**src/rtl/serial_port_regs.sv**
```systemverilog
`timescale 1ns/1ps
module serial_port_regs #(
  parameter int CLKS_PER_TICK = 1,
  parameter int RX_DEPTH      = 4
) (
  input  logic       clk,
  input  logic       rst_n,
  input  logic [2:0] addr,
  input  logic [7:0] wdata,
  input  logic       wr_en,
  input  logic       rd_en,
  output logic [7:0] rdata,
  output logic       irq,
  input  logic       rx,
  output logic       tx
);
  localparam int PW  = $clog2(RX_DEPTH);
  localparam int PRW = (CLKS_PER_TICK > 1) ? $clog2(CLKS_PER_TICK) : 1;

  logic [7:0] lcr, dll, dlm;
  logic [3:0] ier;
  logic       fifo_en;
  wire        dlab = lcr[7];

  wire wr_thr = wr_en && addr == 3'd0 && !dlab;
  wire wr_fcr = wr_en && addr == 3'd2;
  wire rd_rbr = rd_en && addr == 3'd0 && !dlab;
  wire rd_lsr = rd_en && addr == 3'd5;

  always_ff @(posedge clk or negedge rst_n)
    if (!rst_n) begin
      lcr <= 8'h03; dll <= 8'h01; dlm <= 8'h00; ier <= 4'h0; fifo_en <= 1'b0;
    end else if (wr_en) begin
      case (addr)
        3'd0: if (dlab) dll <= wdata;
        3'd1: if (dlab) dlm <= wdata; else ier <= wdata[3:0];
        3'd2: fifo_en <= wdata[0];
        3'd3: lcr <= wdata;
        default: ;
      endcase
    end

  // tick generator: one 16x sample tick per divisor count
  logic [PRW-1:0] pre;
  logic [15:0]    dcnt;
  wire  [15:0]    div_val  = {dlm, dll};
  wire  [15:0]    div_m1   = (div_val == 16'd0) ? 16'd0 : div_val - 16'd1;
  wire            pre_done = (pre == PRW'(CLKS_PER_TICK - 1));
  wire            tick     = pre_done && (dcnt >= div_m1);

  always_ff @(posedge clk or negedge rst_n)
    if (!rst_n) begin
      pre <= '0; dcnt <= '0;
    end else if (pre_done) begin
      pre  <= '0;
      dcnt <= (dcnt >= div_m1) ? 16'd0 : dcnt + 16'd1;
    end else
      pre <= pre + PRW'(1);

  // receiver
  logic       rx_s1, rx_s2, rx_busy;
  logic [3:0] rx_ph, rx_idx;
  logic [7:0] rx_sh;
  wire push = tick && rx_busy && rx_ph == 4'd7 && rx_idx == 4'd9 && rx_s2;

  always_ff @(posedge clk or negedge rst_n)
    if (!rst_n) begin
      rx_s1 <= 1'b1; rx_s2 <= 1'b1; rx_busy <= 1'b0;
      rx_ph <= '0; rx_idx <= '0; rx_sh <= '0;
    end else begin
      rx_s1 <= rx; rx_s2 <= rx_s1;
      if (tick) begin
        if (!rx_busy) begin
          if (!rx_s2) begin rx_busy <= 1'b1; rx_ph <= '0; rx_idx <= '0; end
        end else begin
          rx_ph <= rx_ph + 4'd1;
          if (rx_ph == 4'd7) begin
            rx_idx <= rx_idx + 4'd1;
            if ((rx_idx == 4'd0 && rx_s2) || rx_idx == 4'd9) rx_busy <= 1'b0;
            else if (rx_idx != 4'd0) rx_sh <= {rx_s2, rx_sh[7:1]};
          end
        end
      end
    end

  // receive buffer
  logic [7:0]    mem [RX_DEPTH];
  logic [PW-1:0] wp, rp;
  logic [PW:0]   cnt;
  logic          oe;
  wire [PW:0] cap     = fifo_en ? (PW+1)'(RX_DEPTH) : (PW+1)'(1);
  wire        dr      = cnt != '0;
  wire        pop     = rd_rbr && dr;
  wire        full    = cnt >= cap;
  wire        do_push = push && (!full || pop);
  wire        ovf     = push && full && !pop;

  always_ff @(posedge clk)
    if (do_push && !wr_fcr) mem[wp] <= rx_sh;

  always_ff @(posedge clk or negedge rst_n)
    if (!rst_n) begin
      wp <= '0; rp <= '0; cnt <= '0; oe <= 1'b0;
    end else begin
      if (wr_fcr) begin
        wp <= '0; rp <= '0; cnt <= '0;
      end else begin
        if (do_push) wp <= wp + PW'(1);
        if (pop)     rp <= rp + PW'(1);
        cnt <= cnt + (PW+1)'(do_push) - (PW+1)'(pop);
      end
      if (ovf) oe <= 1'b1;
      else if (rd_lsr) oe <= 1'b0;
    end

  // transmitter
  logic [7:0] hold;
  logic       hold_full, tx_busy;
  logic [9:0] tx_sh;
  logic [3:0] tx_ph, tx_idx;

  always_ff @(posedge clk or negedge rst_n)
    if (!rst_n) begin
      hold <= '0; hold_full <= 1'b0; tx_busy <= 1'b0;
      tx_sh <= '1; tx_ph <= '0; tx_idx <= '0;
    end else begin
      if (wr_thr) begin hold <= wdata; hold_full <= 1'b1; end
      else if (!tx_busy && hold_full) hold_full <= 1'b0;
      if (!tx_busy) begin
        if (hold_full) begin
          tx_sh <= {1'b1, hold, 1'b0}; tx_busy <= 1'b1; tx_ph <= '0; tx_idx <= '0;
        end
      end else if (tick) begin
        tx_ph <= tx_ph + 4'd1;
        if (tx_ph == 4'd15) begin
          tx_sh  <= {1'b1, tx_sh[9:1]};
          tx_idx <= tx_idx + 4'd1;
          if (tx_idx == 4'd9) tx_busy <= 1'b0;
        end
      end
    end

  assign tx = tx_busy ? tx_sh[0] : 1'b1;

  wire       thre    = !hold_full;
  wire       temt    = !hold_full && !tx_busy;
  wire       pending = ier[0] && dr;
  wire [7:0] lsr     = {1'b0, temt, thre, 3'b000, oe, dr};
  assign irq = pending;

  always_comb
    case (addr)
      3'd0:    rdata = dlab ? dll : mem[rp];
      3'd1:    rdata = dlab ? dlm : {4'h0, ier};
      3'd2:    rdata = pending ? 8'h04 : 8'h01;
      3'd3:    rdata = lcr;
      3'd5:    rdata = lsr;
      default: rdata = 8'h00;
    endcase

  AST_ONE_SLOT: assert property (@(posedge clk) disable iff (!rst_n) !fifo_en |-> cnt <= (PW+1)'(1));
  AST_OE_HOLD: assert property (@(posedge clk) disable iff (!rst_n) oe && !rd_lsr |=> oe);
  AST_OE_CLEAR: assert property (@(posedge clk) disable iff (!rst_n) rd_lsr && !ovf |=> !oe);
  AST_THR_TAKEN: assert property (@(posedge clk) disable iff (!rst_n) wr_thr |=> !thre);
  AST_TX_START: assert property (@(posedge clk) disable iff (!rst_n) tx_busy && tx_idx == 4'd0 |-> !tx);
  AST_DR_FALL: assert property (@(posedge clk) disable iff (!rst_n) $fell(dr) |-> $past(pop || wr_fcr));
  AST_SWAP_SLOT: assert property (@(posedge clk) disable iff (!rst_n) push && pop && !wr_fcr |=> cnt == $past(cnt));
endmodule

```
**config.mk**
```make
export PLATFORM = sky130hd
export DESIGN_NAME = serial_port_regs
export DESIGN_NICKNAME = d
export VERILOG_FILES = /design/src/rtl/serial_port_regs.sv
export SDC_FILE = /design/constraint.sdc
export NUM_CORES = 1
export LEC_CHECK = 0
export ABC_CLOCK_PERIOD_IN_PS = 3980
export CAP_MARGIN = 0
export CORE_MARGIN = 10
export CORE_UTILIZATION = 30
export CTS_CLUSTER_DIAMETER = 60
export DETAILED_ROUTE_END_ITERATION = 8
export SYNTH_ARGS = -nofsm -noshare
export SYNTH_HDL_FRONTEND = slang
export SYNTH_SLANG_ARGS = --single-unit
```
**constraint.sdc**
```tcl
create_clock -name clk -period 3.98 [get_ports clk]
set_input_delay 0.398 -clock clk [delete_from_list [all_inputs] [get_ports clk]]
set_output_delay 0.398 -clock clk [all_outputs]
set_load 0.05 [all_outputs]
```
; After elaboration in Yosys (flattened, before gate mapping)
; Memory sizes are Yosys's and may differ from the RTL's.
; Cells that the tools add are included.
[word_totals]
reg_bits = 101
ramBits = 32
input_bits = 16
out_inout_bits = 10
elab_cells = 143
memories = 1
[mem_list]
columns = memory, depth, width, read_ports, rd_ports_with_merged_regs, wr, line_no
row1 = mem, 4, 8, 1, 0, 1, 87  ; logic [7:0] mem [RX_DEPTH];
[classes]
addsub = 11
n_lt_le_gt_ge = 2
n_eq_ne = 12
mux = 43
bitwise = 3
reduce_logical = 48
[ops]
columns = operator, n
row1 = $mux W10, 4
row2 = $mux W4, 10
row3 = $pmux W8 S5, 1
row4 = $mux W16, 2
row5 = $logic_and A1 B1 Y1, 20
row6 = $mux W1, 17
row7 = $add A16 B1 Y16 const B, 1
row8 = $add A4 B1 Y4 const B, 4
row9 = $ge A16 B16 Y1, 1
row10 = $logic_not A16 Y1, 1
row11 = $mux W8, 2
row12 = $sub A16 B1 Y16 const B, 1
row13 = $reduce_and A3 Y1, 5
row14 = $eq A4 B4 Y1 const B, 3
row15 = $reduce_bool A2 Y1, 5
row16 = $mux W3, 3
row17 = $mux W2, 4
row18 = $reduce_and A2 Y1, 4
row19 = $eq A3 B2 Y1 const B, 2
row20 = $logic_not A1 Y1, 6
row21 = $ne A2 B1 Y1 const B, 3
row22 = $reduce_and A5 Y1, 1
row23 = $add A2 B1 Y2 const B, 2
row24 = $eq A4 B3 Y1 const B, 1
row25 = other kinds (13), 16

; Logic depth before layout (Yosys ltp)
[logic_depth]
word_depth = 12
ltp_mapped = 19
ltp_nobuf = 19

; Worst setup path before layout
; No wires, ideal clock.
[synth_path]
path_type = register to register
startpoint = reg dlm[0]
endpoint = reg cnt[2]
setup_time_ns = 0.135
arrival_time_ns = 4.080
required_time_ns = 3.845
setup_slack_ns = -0.235
path_stages_with_launch = 18
n_path_buf = 0
period_less_slack_ns = 4.215
path_cell_list = dfrtp_1 > or4_1 > nor4_1 > nand3b_1 > and2_1 > ha_1 > nand2b_1 > a2111o_1 > o2111ai_2 > nand3_1 > and3_1 > o21ai_0 > ha_1 > inv_1 > fa_1 > xor2_1 > xnor2_1 > nor2_1
[synth_between]
elab_chain_cells = 12
elab_cells_between_ends = 13
cone_classes = add/sub: 3 / order compare: 1 / mux: 2 / reduce/logical: 7
[synth_rtl]
columns = element, line_no
row1 = from (decl), 20  ; logic [7:0] lcr, dll, dlm;
row2 = from (signal assigned), 36  ; 3'd1: if (dlab) dlm <= wdata; else ier <= wdata[3:0];
row3 = $sub A16 B1 Y16 / $logic_not A16 Y1 (equally long branches), 47  ; wire [15:0] div_m1 = (div_val == 16'd0) ? 16'd0 : div_val - 16'd1;
row4 = $mux W16 *, 47
row5 = $ge A16 B16 Y1 *, 49  ; wire tick = pre_done && (dcnt >= div_m1);
row6 = $logic_and A1 B1 Y1 *, 49
row7 = $logic_and A1 B1 Y1 * (4 in a row), 64  ; wire push = tick && rx_busy && rx_ph == 4'd7 && rx_idx == 4'd9 && rx_s2;
row8 = $logic_and A1 B1 Y1 *, 95  ; wire do_push = push && (!full || pop);
row9 = $add A3 B1 Y3 *, 110  ; cnt <= cnt + (PW+1)'(do_push) - (PW+1)'(pop);
row10 = $sub A3 B1 Y3 *, 110
row11 = $mux W3 *, 105  ; if (wr_fcr) begin
row12 = to (signal assigned), 110
row13 = to (decl), 89  ; logic [PW:0] cnt;
; Mark *: on every way between the ends. The rest lies on a longest branch, timed or not.
; A chain may end at the register's enable or synchronous reset.

; Final worst setup path
[layout_path]
startpoint = reg dlm[2]
endpoint = reg cnt[2]
; The elaborated chain is that of the path after synthesis.

==> flow_summary.toml <==
[status]
status = "finished, final reports clean"

[grt]
grt_pass1_wl_um = 26410
antenna_found_initial = 0
grt_pass1_vias = 4844
grt_start_max_net_pins = 55
gr-usage-all-layers_pct = 11.56
grt_overflow = 0

[routing]
drt-wirelength-per-cell_um = 16.42
wl_um = 15830
dr.pass1.iters = 4
num_vias = 4748
drc_errors = 0
viasPerCell = 4.925
drt_iter0_markers = 320
drtAntennaViolNets = 0

[timing]
maxSlewViolCount = 0
period_share_pct = 96.40
slew_headroom_pct = 44.83
rsz0062_at_grt = "yes"
whs_ps = 25.34
finalHoldViolations = 0
worst_pin_slew_ps = 824.5
setup_violations = 0
period_minus_slack_ps = 3837
fmaxAchievable_ghz = 0.2607
fin_skew_ps = 20.35

[clock_tree]
cts_root_buf = "clkbuf_16"
cts_tree = "built"
cts.clk_slew.worst_paths_ps = 70
cts_buffers = 17
cts_setup_buffers = 0
cts_htree_levels = 4
worstSkewPairLatency_ps = 430
cts_num_sinks = 131
clk_path_buf_depth = 2

[run]
drv_cap = 0

[setup_path]
timing.rr.end = "cnt[2]"
worstPathArrival_ps = 4130
r2r_start = "dlm[2]"
setup.worst_path.end_class = "flop"
reg2reg_depth = 18
r2r_setup_slack_ps = 140
path_max_fanout = 4
critPathKind = "flop to flop"
crit_required_ps = 4270
cp-start-kind = "flop"
crit_path_start = "dlm[2]"

[pwr]
ir_worst_vdd_v = 0.0003774
totalPowerFinal_mw = 4.734
power.density_nw_per_um2 = 567.3
leakagePower_nw = 3.420

[floorplan]
coreArea_sq_um = 22570
start_util_pct = 30.44
fp.dieH_um = 171.3
fp-row-count = 55
ios = 26
die_w_um = 171.3
dieArea_sq_um = 29360

[synthesis]
synth.cell_area_sq_um = 6872
async_flop_share_pct = 75.57
syn-num-nets = 662
yosysSeqAreaShare_pct = 50.29
avgSynthCellArea_sq_um = 11.23
synthFlopType = "dfrtp_1"
synth-seq-cells = 131
synthDistinctLibCells = 59
ys.warnings.count = 0
synth_edf_count = 32
synth_cells = 612

[final_layout]
seq_area_sq_um = 3456
synthToLayoutAreaGrowth_pct = 21.43
final_layout_size_suffix_gt1_share_pct = 22.68
fillCellCount = 2228
final_common_cell = "dfrtp_1"
mostFrequentLayoutCells = "85 x dfrtp_1, 63 x nand2_1, 45 x mux2_2, 40 x nor2_1, 33 x o21ai_0"
num_antenna_cells = 0
layout.nets = 716
multi_input_area_sq_um = 3299

[placed_design]
dpl.hpwl_um = 11290
port_buffers = 25
place_congestion = 0.8727

[min_path]
hold_class = "input port to asynchronous set/reset pin"
[layout make-up]
class	count	share of cell area, %
inverters	20	0.8997
flip-flops and latches	131	41.42
clock buffers	17	5.098
well taps	285	4.274
repair buffers	58	6.388
clock inverters	15	2.384
multi-input cells	438	39.54
[worst max path at each step]
| stage | end | slack, ps | cells past startpoint |
|---|---|---|---|
| after global routing | cnt[2] | -130 | 17 |
| final | cnt[2] | 140 | 18 |
| after CTS | cnt[2] | 140 | 17 |
| after detailed placement | cnt[2] | -30 | 17 |
| after floorplan | cnt[2] | 9 | 17 |
| after global placement | cnt[2] | 30 | 17 |
[cell families after synthesis]
| family | share of synthesized area (%) |
|---|---|
| simple gates | 14.57 |
| buf+inv | 2.786 |
| xor+xnor | 3.951 |
| mux | 12.62 |
| fa+ha+maj | 6.300 |
| flops | 50.29 |
| compound gates | 9.487 |
[power by group]
| part | switching (mW) | internal, mW |
|---|---|---|
| logic | 0.640 | 0.591 |
| clock network | 0.699 | 0.967 |
| registers | 0.247 | 1.59 |
[flip-flops by register name, summed over array words and instances, names as in the netlist, 8 cells and up]
register and count:
mem 32, dcnt 16, tx_sh 9, dll 8
dlm 8, hold 8, lcr 8, rx_sh 8
[per-layer routing]
metal	share of wire, %	routed length, um	vias to the layer above	track usage [%]
li1	-	-	2324	-
met1	47	7420	2328	15.02
met2	48	7605	78	18.45
met3	3.6	562	18	2.498
met4	1.5	237	0	4.348
met5	0	0	-	0
[critical path, cell delays in order, from the launching register on]
cell and delay, ps:
dfrtp_1 380, or4_4 580, nor4_4 200, nand4_1 160, xnor2_1 180, nand2_1 70
ha_1 280, nand4_1 170, nor3_4 290, o2111ai_4 170, a31oi_4 200, nand2_1 80
o21ai_2 60, ha_2 170, inv_1 40, fa_2 320, xor2_1 150, xnor2_1 150
nor2_1 50
[repair_timing]
item                       CTS  global route
pin swaps                    1             0
hold buffers                 0             0
setup endpoints to repair    1            11
gates resized for setup      2             3
[metrics by stage]
step,util [%],setup WS (ps),setup TNS (ps),area [sq um],cells
floorplan,-,8.583,0,6924,612
global placement,34.10,31.12,0,7697,932
detailed placement,34.10,-29.49,-29.49,7697,932
CTS,36.92,136.1,0,8333,964
global route,36.97,-127.5,-127.5,8344,964
finish,36.97,143.4,0,8344,964
[cells in the mapped netlist, drive strengths merged, types with 3 or more instances]
master  number  area [sq um]
nor4         5         31.28
nor2        40         150.1
xor2        17         148.9
nand3       23         120.1
xnor2       14         122.6
mux2i       18         180.2
a31oi        5         46.29
ha          33         412.9
nand2       63         236.5
edfxtp      32         960.9
a21o         3         22.52
o21ai       35         175.2
and2         4         25.02
nor3        10         55.05
o31ai        8         60.06
mux4         8         180.2
buf         12         75.07
nand2b      13         81.33
inv         20         75.07
a21oi       27         135.1
dfrtp       85          2127
o22ai        7         43.79
mux2        45         506.7
and3        13         81.33
nor2b        7         43.79
or3          5         36.28
clkbuf      11         41.29
dfstp       14         367.9
nand4        3         18.77
(Power assumes the default switching activity.)
